## src/rtl/i2c_ar_pkg.sv

```systemverilog
package i2c_ar_pkg;

  typedef enum logic [2:0] {
    ST_IDLE,
    ST_ADDR,
    ST_DECIDE,
    ST_HOLD,
    ST_ACK,
    ST_DONE
  } ar_state_e;

  typedef struct packed {
    logic is_sw;
    logic match;
    logic gcall;
    logic rw;
    logic ack;
  } ar_dec_t;

endpackage

```

## src/rtl/i2c_ar_sync.sv

```systemverilog
module i2c_ar_sync #(
  parameter int WIDTH  = 2,
  parameter int STAGES = 2
) (
  input  logic             clk,
  input  logic             rst,
  input  logic [WIDTH-1:0] din,
  output logic [WIDTH-1:0] dout
);

  genvar gi;
  generate
    for (gi = 0; gi < WIDTH; gi++) begin : g_bit
      logic [STAGES-1:0] chain;
      always_ff @(posedge clk) begin
        if (rst) chain <= '1;
        else     chain <= {chain[STAGES-2:0], din[gi]};
      end
      assign dout[gi] = chain[STAGES-1];
    end
  endgenerate

endmodule

```

## src/rtl/i2c_ar_cond.sv

```systemverilog
module i2c_ar_cond (
  input  logic clk,
  input  logic rst,
  input  logic scl_s,
  input  logic sda_s,
  output logic start_p,
  output logic stop_p,
  output logic scl_rise,
  output logic scl_fall
);

  logic scl_d;
  logic sda_d;

  always_ff @(posedge clk) begin
    if (rst) begin
      scl_d <= 1'b1;
      sda_d <= 1'b1;
    end else begin
      scl_d <= scl_s;
      sda_d <= sda_s;
    end
  end

  assign start_p  = scl_s & scl_d & sda_d & ~sda_s;
  assign stop_p   = scl_s & scl_d & ~sda_d & sda_s;
  assign scl_rise = ~scl_d & scl_s;
  assign scl_fall = scl_d & ~scl_s;

endmodule

```

## src/rtl/i2c_ar_fsm.sv

```systemverilog
module i2c_ar_fsm
  import i2c_ar_pkg::*;
#(
  parameter int ADDR_W = 7
) (
  input  logic              clk,
  input  logic              rst,
  input  logic              start_p,
  input  logic              stop_p,
  input  logic              scl_rise,
  input  logic              scl_fall,
  input  logic              sda_s,
  input  logic [ADDR_W-1:0] own_addr,
  input  logic              gc_en,
  input  logic              sw_mode,
  input  logic              nack,
  input  logic              host_wr,
  input  logic              host_nack,
  output logic              sda_oe,
  output logic              scl_oe,
  output logic              dec_valid,
  output ar_dec_t           dec,
  output logic [ADDR_W:0]   byte_o
);

  localparam int BYTE_W = ADDR_W + 1;
  localparam int CNT_W  = $clog2(BYTE_W + 1);

  ar_state_e         st;
  logic [CNT_W-1:0]  cnt;
  logic [BYTE_W-1:0] shreg;
  logic [BYTE_W-1:0] shnext;
  logic [ADDR_W-1:0] addr_c;
  ar_dec_t           dec_c;

  assign shnext = {shreg[BYTE_W-2:0], sda_s};
  assign addr_c = shnext[BYTE_W-1:1];

  always_comb begin
    dec_c       = '0;
    dec_c.is_sw = sw_mode;
    dec_c.rw    = shnext[0];
    if (!sw_mode) begin
      if (gc_en && (addr_c == '0)) begin
        dec_c.match = 1'b1;
        dec_c.gcall = 1'b1;
        dec_c.ack   = ~shnext[0] & ~nack;
      end else if (addr_c == own_addr) begin
        dec_c.match = 1'b1;
        dec_c.ack   = ~nack;
      end
    end
  end

  always_ff @(posedge clk) begin
    if (rst) begin
      st        <= ST_IDLE;
      cnt       <= '0;
      shreg     <= '0;
      sda_oe    <= 1'b0;
      scl_oe    <= 1'b0;
      dec_valid <= 1'b0;
      dec       <= '0;
    end else begin
      dec_valid <= 1'b0;
      if (start_p) begin
        st     <= ST_ADDR;
        cnt    <= '0;
        sda_oe <= 1'b0;
        scl_oe <= 1'b0;
      end else if (stop_p) begin
        st     <= ST_IDLE;
        sda_oe <= 1'b0;
        scl_oe <= 1'b0;
      end else begin
        case (st)
          ST_ADDR: begin
            if (scl_rise) begin
              shreg <= shnext;
              if (cnt == CNT_W'(BYTE_W - 1)) begin
                st        <= ST_DECIDE;
                dec       <= dec_c;
                dec_valid <= 1'b1;
              end else begin
                cnt <= cnt + 1'b1;
              end
            end
          end
          ST_DECIDE: begin
            if (scl_fall) begin
              if (dec.is_sw) begin
                scl_oe <= 1'b1;
                st     <= ST_HOLD;
              end else if (dec.ack) begin
                sda_oe <= 1'b1;
                st     <= ST_ACK;
              end else begin
                st <= ST_DONE;
              end
            end
          end
          ST_HOLD: begin
            if (host_wr) begin
              scl_oe <= 1'b0;
              sda_oe <= ~host_nack;
              st     <= ST_ACK;
            end
          end
          ST_ACK: begin
            if (scl_fall) begin
              sda_oe <= 1'b0;
              st     <= ST_DONE;
            end
          end
          default: ;
        endcase
      end
    end
  end

  assign byte_o = shreg;

  // the stretch and the acknowledge drive never overlap
  p_one_driver_r7: assert property (@(posedge clk) disable iff (rst)
    !(scl_oe && sda_oe));

  // clock stretching only after a software-mode decision
  p_hold_sw_only_r7: assert property (@(posedge clk) disable iff (rst)
    scl_oe |-> dec.is_sw);

  // acknowledge released at the end of its slot
  p_release_ack_r11: assert property (@(posedge clk) disable iff (rst)
    (st == ST_ACK && scl_fall && !start_p && !stop_p) |=> !sda_oe);

  // a START byte decision never acknowledges
  p_no_ack_startbyte_r4: assert property (@(posedge clk) disable iff (rst)
    (dec_valid && dec.gcall && dec.rw) |-> !dec.ack);

endmodule

```

## src/rtl/i2c_addr_recog.sv

```systemverilog
module i2c_addr_recog
  import i2c_ar_pkg::*;
#(
  parameter int ADDR_W      = 7,
  parameter int SYNC_STAGES = 2
) (
  input  logic              clk,
  input  logic              rst,
  input  logic              scl_i,
  input  logic              sda_i,
  output logic              scl_oe_o,
  output logic              sda_oe_o,
  input  logic              ctl_we_i,
  input  logic [ADDR_W-1:0] ctl_own_addr_i,
  input  logic              ctl_gc_en_i,
  input  logic              ctl_sw_mode_i,
  input  logic              ctl_nack_i,
  input  logic              stat_rd_i,
  output logic              match_o,
  output logic              gcall_o,
  output logic              rdwr_o,
  output logic              rx_ready_o,
  output logic [ADDR_W:0]   rx_byte_o,
  output logic              irq_o
);

  logic [1:0]        bus_s;
  logic              scl_s, sda_s;
  logic              start_p, stop_p, scl_rise, scl_fall;
  logic [ADDR_W-1:0] own_q;
  logic              gcen_q, sw_q, nack_q;
  logic              dec_valid;
  ar_dec_t           dec;
  logic [ADDR_W:0]   fsm_byte;
  logic              match_n, gcall_n, rdy_n;

  i2c_ar_sync #(.WIDTH(2), .STAGES(SYNC_STAGES)) u_sync (
    .clk (clk),
    .rst (rst),
    .din ({scl_i, sda_i}),
    .dout(bus_s)
  );
  assign scl_s = bus_s[1];
  assign sda_s = bus_s[0];

  i2c_ar_cond u_cond (
    .clk     (clk),
    .rst     (rst),
    .scl_s   (scl_s),
    .sda_s   (sda_s),
    .start_p (start_p),
    .stop_p  (stop_p),
    .scl_rise(scl_rise),
    .scl_fall(scl_fall)
  );

  always_ff @(posedge clk) begin
    if (rst) begin
      own_q  <= '0;
      gcen_q <= 1'b0;
      sw_q   <= 1'b0;
      nack_q <= 1'b0;
    end else if (ctl_we_i) begin
      own_q  <= ctl_own_addr_i;
      gcen_q <= ctl_gc_en_i;
      sw_q   <= ctl_sw_mode_i;
      nack_q <= ctl_nack_i;
    end
  end

  i2c_ar_fsm #(.ADDR_W(ADDR_W)) u_fsm (
    .clk      (clk),
    .rst      (rst),
    .start_p  (start_p),
    .stop_p   (stop_p),
    .scl_rise (scl_rise),
    .scl_fall (scl_fall),
    .sda_s    (sda_s),
    .own_addr (own_q),
    .gc_en    (gcen_q),
    .sw_mode  (sw_q),
    .nack     (nack_q),
    .host_wr  (ctl_we_i),
    .host_nack(ctl_nack_i),
    .sda_oe   (sda_oe_o),
    .scl_oe   (scl_oe_o),
    .dec_valid(dec_valid),
    .dec      (dec),
    .byte_o   (fsm_byte)
  );

  // set wins over clear; the two never share a cycle on a legal bus
  always_comb begin
    match_n = match_o;
    gcall_n = gcall_o;
    rdy_n   = rx_ready_o;
    if (stat_rd_i || start_p) begin
      match_n = 1'b0;
      gcall_n = 1'b0;
      rdy_n   = 1'b0;
    end
    if (dec_valid) begin
      if (dec.is_sw) begin
        rdy_n = 1'b1;
      end else if (dec.match) begin
        match_n = 1'b1;
        gcall_n = dec.gcall;
      end
    end
  end

  always_ff @(posedge clk) begin
    if (rst) begin
      match_o    <= 1'b0;
      gcall_o    <= 1'b0;
      rx_ready_o <= 1'b0;
      rdwr_o     <= 1'b0;
      rx_byte_o  <= '0;
      irq_o      <= 1'b0;
    end else begin
      match_o    <= match_n;
      gcall_o    <= gcall_n;
      rx_ready_o <= rdy_n;
      irq_o      <= match_n | rdy_n;
      if (dec_valid && (dec.is_sw || dec.match)) rdwr_o <= dec.rw;
      if (dec_valid && dec.is_sw) rx_byte_o <= fsm_byte;
    end
  end

  // interrupt level tracks the flags
  p_irq_level_r8: assert property (@(posedge clk) disable iff (rst)
    irq_o == (match_o | rx_ready_o));

  // general-call flag never without a match
  p_gcall_has_match_r3: assert property (@(posedge clk) disable iff (rst)
    gcall_o |-> match_o);

  // a START leaves the flags clear
  p_start_clears_r9: assert property (@(posedge clk) disable iff (rst)
    start_p |=> (!match_o && !gcall_o && !rx_ready_o));

  // software mode never reports a hardware match
  p_sw_no_match_r6: assert property (@(posedge clk) disable iff (rst)
    (dec_valid && dec.is_sw) |=> (!$rose(match_o) && rx_ready_o));

endmodule

```

## config.mk

```make
export PLATFORM = sky130hd
export DESIGN_NAME = i2c_addr_recog
export DESIGN_NICKNAME = d
export VERILOG_FILES = /design/src/rtl/i2c_ar_pkg.sv /design/src/rtl/i2c_ar_sync.sv /design/src/rtl/i2c_ar_cond.sv /design/src/rtl/i2c_ar_fsm.sv /design/src/rtl/i2c_addr_recog.sv
export SDC_FILE = /design/constraint.sdc
export NUM_CORES = 1
export LEC_CHECK = 0
export ABC_AREA = 1
export BUFFER_PORTS_ARGS = -buffer_cell sky130_fd_sc_hd__buf_2
export CAP_MARGIN = 20
export CORE_ASPECT_RATIO = 0.8
export CORE_MARGIN = 5
export CORE_UTILIZATION = 40
export DETAILED_ROUTE_END_ITERATION = 12
export HOLD_SLACK_MARGIN = 0.02
export PLACE_DENSITY = 0.67
export SLEW_MARGIN = 30
export SYNTH_ARGS = -nofsm -noshare
export SYNTH_HDL_FRONTEND = slang
export SYNTH_HIERARCHICAL = 1
export SYNTH_SLANG_ARGS = --single-unit
```

## constraint.sdc

```tcl
create_clock -name clk -period 3.9 [get_ports clk]
set_input_delay 0.39 -clock clk [delete_from_list [all_inputs] [get_ports clk]]
set_output_delay 0.39 -clock clk [all_outputs]
set_load 0.01 [all_outputs]
```

# After elaboration in Yosys (flattened, before gate mapping)
# Cells that the tools add are included.
# W data, S select, Z words.
[totals]
word_cells = 125
register_bits = 52
inputBits = 16
[classes]
eq_ne = 19
add_sub_neg = 1
n_bitwise = 20
reduce_logical = 20
muxes = 39
[op_table]
columns = ["operator", "count"]
rows = [
  ["$mux W1", 29],
  ["$mux W3", 6],
  ["$reduce_and A6 Y1", 3],
  ["$ne A4 B4 Y1 const B", 4],
  ["$pmux W3 S4", 1],
  ["$reduce_and A4 Y1", 3],
  ["$not A1 Y1", 11],
  ["$ne A2 B2 Y1 const B", 5],
  ["$and A1 B1 Y1", 8],
  ["$eq A7 B7 Y1", 1],
  ["$logic_not A7 Y1", 1],
  ["$eq A3 B2 Y1 const B", 2],
  ["$ne A2 B1 Y1 const B", 3],
  ["$reduce_bool A6 Y1", 1],
  ["$reduce_and A5 Y1", 1],
  ["$reduce_or A5 Y1", 1],
  ["$add A4 B1 Y4 const B", 1],
  ["$eq A4 B3 Y1 const B", 1],
  ["$ne A4 B3 Y1 const B", 1],
  ["$reduce_bool A4 Y1", 1],
  ["$eq A3 B1 Y1 const B", 1],
  ["$eq A3 B3 Y1 const B", 1],
  ["$logic_and A1 B1 Y1", 3],
  ["$pmux W1 S3", 1],
  ["other kinds (8)", 9],
]

# Longest topological paths before layout
# Gate-level depths: netlist of run 1.
[logic_depth]
depth_word = 9
mapped_depth = 11
depth_no_buf = 10

# Modules after synthesis
# The synthesis of run 1 kept the hierarchy.
[modules_own_cells]
columns = ["mod", "seq_area_each_um2", "cells_per_inst", "area_per_inst_um2", "instances"]
rows = [
  ["i2c_ar_fsm", 460.4, 180, 1209.9, 1],
  ["i2c_addr_recog", 460.4, 110, 850.8, 1],
  ["i2c_ar_sync", 80.1, 15, 131.4, 1],
  ["i2c_ar_cond", 40.0, 16, 92.6, 1],
]

# Worst setup path before layout of run 1
# Ideal clock, no wire load.
[synth_timing]
kind = "reg-to-reg"
startpoint = "register u_sync.g_bit[0].chain[1]"
endpoint = "register, netlist name u_fsm/dec[0]"
path_stages_with_launch = 12
setup_ps = 67
t_arrival_ps = 1345
required_ps = 3833
path_slack_ps = 2488
synth_period_minus_slack_ps = 1412
path_cell_list = "dfxtp_1 buf_4 inv_1 nand2_1 nor2_1 inv_1 nand2_1 nor3_4 nand2_4 nor2_4 nand3_2 a21oi_2"
[synth_between]
elab_chain_cells = 4
[synth_lines]
columns = ["element", "line", "rtl"]
rows = [
  ["start: declaration", "i2c_ar_sync.sv:14", "logic [STAGES-1:0] chain;"],
  ["start signal: assignment", "i2c_ar_sync.sv:17", "else chain <= {chain[STAGES-2:0], din[gi]};"],
  ["$not A1 Y1", "i2c_ar_cond.sv:25", "assign start_p = scl_s & scl_d & sda_d & ~sda_s;"],
  ["$and A1 B1 Y1", "i2c_ar_cond.sv:25", ""],
  ["via start_p", "i2c_addr_recog.sv:29", "logic start_p, stop_p, scl_rise, scl_fall;"],
  ["$not A1 Y1 (no source line)", "n/a", ""],
  ["$reduce_and A5 Y1 (no source line)", "n/a", ""],
]
# The timed path passes the listed nets, and every way through them passes these cells.
# A chain may end at the register's enable or synchronous reset.

# Worst setup path after layout of run 1
[layout_timing]
startpoint = "register u_sync.g_bit[0].chain[1]"
endpoint = "register, netlist name u_fsm/dec[2]"
[layout_between]
elab_chain_cells = 4
[layout_lines]
columns = ["element", "line"]
rows = [
  ["$not A1 Y1", "i2c_ar_cond.sv:25"],
  ["$and A1 B1 Y1", "i2c_ar_cond.sv:25"],
  ["via start_p", "i2c_addr_recog.sv:29"],
  ["$not A1 Y1 (no source line)", "n/a"],
  ["$reduce_and A5 Y1 (no source line)", "n/a"],
]
# The timed path passes the listed nets, and every way through them passes these cells.

==> impl_metrics.yaml, run 1 <==
synth:
  yosysMostFrequentCell: "nor2_1"
  ys_top_cells_by_count: "nor2_1, nand2_1, dfxtp_1, inv_1, o21ai_0"
  syn-cell-area_sq_mm: 0.00228
  synth-seq-area-share: 0.456
  syn-instance-count: 321
  ys_ff_latch: 52
  synth_top_area_share: 0.456
  syn_nets: 338
  synth_flop_cell: "dfxtp_1"
  synth.distinct_cells: 31
  ys.warnings.count: 6
  async_flop_share: 0
  yosysTopAreaCell: "dfxtp_1"
  synth_edf_count: 0
  syn_area_per_cell_sq_um: 7.12
  synth.area.top_cells: "dfxtp_1, nor2_1, nand2_1"
clock_tree:
  cts_resized: 0
  postCtsHoldBufs: 0
  htree_levels: 2
  cts_setup_buffers: 0
  cts_sinks: 52
  clock_latency_ps: 310
  root_buffer: "clkbuf_8"
  clock_path_buffers: 2
  cts_tree: "done"
  path_clk_slew_ps: 90
  cts_inserted_buffers: 5
grt:
  antenna_found_initial: 0
  track_usage: 0.132
  grt_pass1_wl_um: 7930
  grt_max_degree: 23
  grt_pass1_vias: 1795
  overflow: 0
finish:
  nFillCells: 560
  final_cell_area_sq_mm: 0.00257
  post-route-util: 0.467
  multiInputGateArea_sq_um: 991
  diodes: 0
  drive_gt1_frac: 0.168
  regArea_sq_mm: 0.00104
  num-nets-final: 367
  areaGrowthSynthToFinish_pct: 12.3
die:
  rows: 24
  die-width_um: 94.5
  core_area_sq_mm: 0.00550
  ios: 31
  die_y_um: 77.6
  start_util: 0.416
  die_area_sq_mm: 0.00733
placed_design:
  io_buffers: 30
  gp_congestion: 0.802
  placed_cell_area_sq_mm: 0.00247
  dp_hpwl_um: 3400
timing:
  tns_ps: 0
  finalHoldViolCount: 0
  max-slew-margin-rel: 0.578
  post-route-period-util: 0.473
  finalClockSkew_ps: 9.18
  clock.fmax_mhz: 542
  fin_crit_ps: 1840
  rsz0062_at_grt: "false"
  setup_violations: 0
  worst_hold_slack_ps: 258
  worst_slew_pin_slew_ps: 633
  drv_slew: 0
hold_path:
  hold-path-endpoint: "u_sync/g_bit[0].chain[0]"
  min_from: "sda_i"
  hold_depth: 3
  hold_class: "input port to flip-flop"
worst_setup_path:
  r2r-start: "u_sync/g_bit[0].chain[1]"
  rr_worst_depth: 10
  critPathKind: "flip-flop to flip-flop"
  start_kind: "flip-flop"
  cp_max_fo: 14
  arrival_ps: 2080
  endpoint_kind: "flip-flop"
  required_ps: 4140
  r2r_slack_ps: 2060
  reg2reg_to: "u_fsm/dec[2]"
power:
  peakVddDrop_v: 0.000169
  powerDensity_mw_per_mm2: 443
  leakagePower_nw: 1.29
  total_power_mw: 1.14
routing:
  drt-wirelength-per-cell_um: 10.4
  first_iter_violations: 106
  drc: 0
  totalWireLength_um: 4450
  first_pass_iters: 4
  antenna_left: 0
  viasPerCell: 4.55
  vias: 1953
outcome:
  status: "completed"
run:
  drv_cap: 0
-- per-stage QoR --
| step | cells | setup WS (ps) |
|---|---|---|
| global placement | 421 | 2210 |
| finish | 429 | 2060 |
| detailed placement | 421 | 2100 |
| global route | 429 | 1810 |
| floorplan | 321 | 2490 |
| CTS | 429 | 2080 |
-- worst max-delay path, stage by stage, from the launching register on --
cell and delay (ps):
dfxtp_1 400, inv_1 80, nand2_1 60, nor2_1 60, inv_1 70, nand2_1 110, nor3_4 480, nand2_4 150
nor2_4 160, nand2_1 70, a21oi_1 140
-- final cells by class --
cell class	count	share of cell area
inverters	52	0.0761
clock buffers	5	0.0268
repair buffers	30	0.0585
clock inverters	3	0.00878
well taps	78	0.0380
flip-flops and latches	52	0.406
multi-input cells	209	0.386
-- sequential cells by signal (all words and copies together) (netlist names), 3 cells and up --
register            flops
rx_byte_o               8
u_fsm/byte_o            8
own_q                   7
u_fsm/dec               5
u_fsm/cnt               4
u_sync/g_bit.chain      4
u_fsm/st                3
-- worst max-delay path by stage --
stage | slack, ps | to | start
floorplan | 2490 | u_fsm/dec[0] | u_sync/g_bit[0].chain[1]
global placement | 2210 | u_fsm/dec[0] | u_sync/g_bit[0].chain[1]
detailed placement | 2100 | u_fsm/byte_o[5] | u_sync/g_bit[0].chain[1]
CTS | 2080 | u_fsm/dec[0] | u_sync/g_bit[0].chain[1]
global route | 1810 | u_fsm/byte_o[5] | u_sync/g_bit[0].chain[1]
finish | 2060 | u_fsm/dec[2] | u_sync/g_bit[0].chain[1]
-- power by group --
part / internal [mW] / total (mW) / switching [mW]
clock network: 0.129 / 0.310 / 0.182
registers: 0.561 / 0.586 / 0.0249
logic: 0.0859 / 0.242 / 0.156
-- metal layers --
layer	routed length, um	up-vias	global-route usage
met5	0	-	0
met1	2430	853	0.198
met4	37	0	0.0375
met2	1710	46	0.180
li1	-	1049	-
met3	262	5	0.0426
-- logic make-up after synthesis --
family / share of synthesized area
AO/OA/AOI/OAI: 0.127
flip-flops: 0.456
AND/OR/NAND/NOR: 0.286
adder cells (fa/ha/maj): 0.00548
XOR/XNOR: 0.0153
buffers and inverters: 0.111
-- placed cells by master, fill, tap and decap left out, types with 5 or more instances in the layout --
master and count:
clkbuf_8 5, nor2_1 65, a21oi_1 17, o21ai_1 6, inv_1 46, buf_2 30, nand3_1 11, inv_2 5
o21ai_0 25, dfxtp_1 52, nand2_1 56
Power figures use the tool's default switching activity.
==> run 2: changes to the inputs <==
--- a/config.mk
+++ b/config.mk
@@ -5,7 +5,7 @@
 export SDC_FILE = /design/constraint.sdc
 export NUM_CORES = 1
 export LEC_CHECK = 0
-export ABC_AREA = 1
+export ABC_AREA = 0
 export BUFFER_PORTS_ARGS = -buffer_cell sky130_fd_sc_hd__buf_2
 export CAP_MARGIN = 20
 export CORE_ASPECT_RATIO = 0.8
==> constraint.sdc (replaced) <==
create_clock -name clk -period 1.76 [get_ports clk]
set_input_delay 0.176 -clock clk [delete_from_list [all_inputs] [get_ports clk]]
set_output_delay 0.176 -clock clk [all_outputs]
set_load 0.01 [all_outputs]
==> run 2 against run 1 <==
- clock skew about the same
- synthesized cell count decreased by 30%
- clock power increased to 2.6 times the previous value
- non-clock buffer count increased by 17
- wire length decreased by 2.7%
- final area increased by 2.7%
- sequential share of layout area decreased by 0.94 points
- count of clock-buffer cells in the layout unchanged
- first-iteration DRC count decreased by 2.8%
- sequential cell count unchanged
- critical endpoint is now u_fsm/st[0]
- largest power group unchanged
- highest routed layer unchanged
==> impl_metrics.yaml, run 2 <==
die:
  die_y_um: 76.3
  core_area_sq_mm: 0.00541
  die_area_sq_mm: 0.00709
  ios: 31
  start_util: 0.407
  die-width_um: 92.9
  rows: 24
outcome:
  status: "completed"
grt:
  antenna_found_initial: 0
  track_usage: 0.129
  grt_pass1_vias: 1547
  overflow: 0
  grt_max_degree: 39
  grt_pass1_wl_um: 7420
synth:
  synth.area.top_cells: "dfxtp_1, mux2i_1, nor2_1"
  ys_ff_latch: 52
  yosysTopAreaCell: "dfxtp_1"
  ys.warnings.count: 6
  synth_flop_cell: "dfxtp_1"
  synth_top_area_share: 0.474
  syn-cell-area_sq_mm: 0.00220
  syn_nets: 242
  async_flop_share: 0
  synth_edf_count: 0
  syn_area_per_cell_sq_um: 9.77
  synth.distinct_cells: 45
  ys_top_cells_by_count: "dfxtp_1, nor2_1, mux2i_1, a21oi_1, nand2_1"
  syn-instance-count: 225
  yosysMostFrequentCell: "dfxtp_1"
  synth-seq-area-share: 0.474
placed_design:
  gp_congestion: 0.790
  dp_hpwl_um: 3150
  post-place-cells: 325
  io_buffers: 30
clock_tree:
  path_clk_slew_ps: 90
  cts_sinks: 52
  htree_levels: 2
  root_buffer: "clkbuf_8"
  clock_latency_ps: 300
  clock_path_buffers: 2
  cts_inserted_buffers: 5
  postCtsHoldBufs: 0
  cts_tree: "done"
timing:
  finalClockSkew_ps: 8.77
  rsz0062_at_grt: "true"
  fin_crit_ps: 1680
  drv_slew: 0
  max-slew-margin-rel: 0.719
  worst_hold_slack_ps: 48.6
  clock.fmax_mhz: 595
  worst_slew_pin_slew_ps: 416
  post-route-period-util: 0.955
  finalHoldViolCount: 0
  setup_violations: 0
power:
  powerDensity_mw_per_mm2: 813
  peakVddDrop_v: 0.000336
  leakagePower_nw: 1.16
routing:
  first_iter_violations: 103
  totalWireLength_um: 4330
  viasPerCell: 5.08
  antenna_left: 0
  first_pass_iters: 4
  drt-wirelength-per-cell_um: 13.0
  vias: 1697
  drc: 0
worst_setup_path:
  critPathKind: "flip-flop to flip-flop"
  start_kind: "flip-flop"
  endpoint_kind: "flip-flop"
  required_ps: 1960
  arrival_ps: 1880
  cp_max_fo: 3
finish:
  diodes: 0
  final_cell_mix: "dfxtp_1, buf_2, nor2_1"
  final_cells: 334
  drive_gt1_frac: 0.271
  areaGrowthSynthToFinish_pct: 19.9
  final_common_cell: "dfxtp_1"
  num-nets-final: 285
hold_path:
  hold_class: "input port to flip-flop"
run:
  drv_cap: 0
## run 2: through the flow
stage	instance area (sq um)	utilization	worst slack (ps)	TNS, ps	power, mW
floorplan	2210	-	1.42	0	1.32
global route	2640	0.488	-14.4	-33.1	2.24
detailed placement	2500	0.463	29.0	0	1.37
CTS	2610	0.483	24.7	0	2.17
finish	2640	0.488	79.6	0	2.14
global placement	2500	0.463	41.1	0	1.36
## run 2: area by class of cell
type,count,area (sq um)
Sequential cell,52,1040
Inverter,3,11.3
Tap cell,65,81.3
Clock buffer,5,68.8
Timing Repair Buffer,47,290
Fill cell,520,2770
Multi-Input combinational cell,159,1100
Clock inverter,3,42.5
## run 2: worst max-delay path, stage by stage, from the launching register on
cell and delay [ps]:
dfxtp_2 340, ha_1 150, and3b_2 210, or3b_4 400, a31oi_4 160, nor4_1 60, a221o_1 260
## run 2: worst paths after layout
check,from,to,slack [ps],cells past startpoint
hold reg to reg,u_sync/g_bit[0].chain[0],u_sync/g_bit[0].chain[1],410,1
setup reg to reg,u_fsm/cnt[1],u_fsm/st[0],80,6
hold / removal,scl_i,u_sync/g_bit[1].chain[0],50,2
setup / recovery,u_fsm/cnt[1],u_fsm/st[0],80,6
## run 2: logic make-up after synthesis
kind of cell	after synthesis	share of synthesized area
XOR/XNOR	10	0.0398
AND/OR/NAND/NOR	93	0.241
adder cells (fa/ha/maj)	1	0.00569
flip-flops	52	0.474
multiplexers	24	0.110
AO/OA/AOI/OAI	31	0.0922
buffers and inverters	14	0.0381
## run 2: metal layers
layer / share of wire / track usage
met5: 0 / 0
met1: 0.54 / 0.199
met3: 0.058 / 0.0355
met4: 0.012 / 0.0483
met2: 0.39 / 0.166
## run 2: report_power, final
group	leakage [nW]	switching (mW)	internal [mW]
Sequential	0.424	0.0171	1.20
Combinational	0.685	0.0660	0.0601
Clock	0.0541	0.384	0.421
Total	1.16	0.467	1.68
## run 2: what timing repair did
action | 4_1_cts | 5_1_grt
setup buffers | 0 | 1
setup endpoints to repair | 0 | 7
gates resized for setup | 0 | 5
==> run 3: changes to the inputs <==
--- a/config.mk
+++ b/config.mk
@@ -7,13 +7,12 @@
 export LEC_CHECK = 0
 export ABC_AREA = 0
 export BUFFER_PORTS_ARGS = -buffer_cell sky130_fd_sc_hd__buf_2
-export CAP_MARGIN = 20
 export CORE_ASPECT_RATIO = 0.8
 export CORE_MARGIN = 5
 export CORE_UTILIZATION = 40
 export DETAILED_ROUTE_END_ITERATION = 12
 export HOLD_SLACK_MARGIN = 0.02
-export PLACE_DENSITY = 0.67
+export PLACE_DENSITY_LB_ADDON = 0.1
 export SLEW_MARGIN = 30
 export SYNTH_ARGS = -nofsm -noshare
 export SYNTH_HDL_FRONTEND = slang
==> run 3 against run 2 <==
- clock power rose by 2%
- utilization hardly changed
- die area unchanged
- cell count increased by 0.30%
- global-route usage increased by 0.17 points
- total power increased by 0.88%
- sequential power hardly changed
- clock skew increased by 2.0 ps
- sequential share of layout area decreased by 0.057 points
- critical path depth stayed put
- critical path type unchanged
- critical endpoint unchanged
- largest power group unchanged
==> impl_metrics.yaml, run 3 (synthesis gave the netlist of run 2 again) <==
clock_tree:
  cts_tree: "done"
  clock_path_buffers: 2
  htree_levels: 2
  cts_sinks: 52
  clock_latency_ps: 300
  root_buffer: "clkbuf_8"
  path_clk_slew_ps: 100
  cts_inserted_buffers: 5
  postCtsHoldBufs: 0
grt:
  grt_max_degree: 45
  antenna_found_initial: 0
  grt_pass1_wl_um: 7520
  overflow: 0
  track_usage: 0.130
  grt_pass1_vias: 1491
finish:
  num-nets-final: 286
  final_cell_mix: "dfxtp_1, buf_2, nor2_1"
  diodes: 0
  drive_gt1_frac: 0.263
  post-route-util: 0.487
  final_common_cell: "dfxtp_1"
  areaGrowthSynthToFinish_pct: 19.8
  final_cells: 335
placed_design:
  io_buffers: 30
  post-place-cells: 326
  gp_congestion: 0.811
  dp_hpwl_um: 3180
routing:
  totalWireLength_um: 4540
  first_iter_violations: 111
  viasPerCell: 4.94
  first_pass_iters: 4
  vias: 1656
  drt-wirelength-per-cell_um: 13.5
  drc: 0
  antenna_left: 0
worst_setup_path:
  critPathSlowestCell: "or3b_4"
  arrival_ps: 1890
  cpPeakStageDelay_ps: 390
  required_ps: 1960
  start_kind: "flip-flop"
  critPathKind: "flip-flop to flip-flop"
  cp_max_fo: 3
  path_cells: "ha_1 -> and3b_2 -> or3b_4 -> a31oi_4 -> nor4_1 -> a221o_1"
  crit_family: "simple AND/OR/NAND/NOR gates"
  path_buf_inv: 0
  endpoint_kind: "flip-flop"
timing:
  tns_ps: 0
  setup_violations: 0
  finalClockSkew_ps: 10.7
  drv_slew: 0
  clock.fmax_mhz: 593
  fin_crit_ps: 1690
  worst_slew_pin_slew_ps: 466
  max-slew-margin-rel: 0.689
  post-route-period-util: 0.958
  rsz0062_at_grt: "false"
  finalHoldViolCount: 0
die:
  die-width_um: 92.9
  core_area_sq_mm: 0.00541
  ios: 31
  die_y_um: 76.3
  rows: 24
  die_area_sq_mm: 0.00709
  start_util: 0.407
outcome:
  status: "completed"
power:
  peakVddDrop_v: 0.000574
  powerDensity_mw_per_mm2: 821
  leakagePower_nw: 1.16
run:
  drv_cap: 0
hold_path:
  hold_class: "input port to flip-flop"
-- run 3: final timing paths --
check        slack (ps)                startpoint  depth (start not counted)                  endpoint
min                  50                     scl_i                          2  u_sync/g_bit[1].chain[0]
max                  70              u_fsm/cnt[0]                          6               u_fsm/st[0]
min reg2reg         410  u_sync/g_bit[0].chain[0]                          1  u_sync/g_bit[0].chain[1]
max reg2reg          70              u_fsm/cnt[0]                          6               u_fsm/st[0]
-- run 3: per-layer routing --
| metal | track usage | routed length [um] |
|---|---|---|
| met2 | 0.149 | 1570 |
| met3 | 0.0405 | 247 |
| met5 | 0 | 0 |
| met4 | 0.0322 | 18 |
| met1 | 0.222 | 2710 |
-- run 3: per-stage QoR --
| stage | area, sq um | hold slack (ps) | setup WS (ps) | total power, mW |
|---|---|---|---|---|
| floorplan | 2210 | 245 | 1.42 | 1.32 |
| global placement | 2510 | 352 | 46.7 | 1.37 |
| CTS | 2620 | 39.8 | 23.4 | 2.19 |
| finish | 2630 | 52.2 | 73.7 | 2.16 |
| detailed placement | 2510 | 355 | 15.9 | 1.37 |
| global route | 2630 | 53.1 | 1.58 | 2.26 |
-- run 3: cell type report --
| class | instances | area [sq um] |
|---|---|---|
| clock buffer | 5 | 68.8 |
| tap | 65 | 81.3 |
| sequential | 52 | 1040 |
| multi-input combinational | 159 | 1090 |
| inverter | 3 | 11.3 |
| clock inverter | 3 | 42.5 |
| timing repair buffer | 48 | 298 |
| fill | 539 | 2770 |
-- run 3: power breakdown --
group	internal, mW	switching (mW)	total, mW
registers	1.20	0.0160	1.21
clock network	0.422	0.402	0.824
logic	0.0600	0.0668	0.127
total	1.68	0.485	2.16
-- run 3: worst register-to-register path, cell delays in order, from the launching register on --
cell     delay [ps]
dfxtp_1         340
ha_1            170
and3b_2         210
or3b_4          390
a31oi_4         160
nor4_1           70
a221o_1         260
-- run 3: repair_timing --
item	in CTS	in global routing
gates resized for setup	1	1
buffers inserted	0	1
endpoints found under the setup margin	1	4
pin swaps	0	2
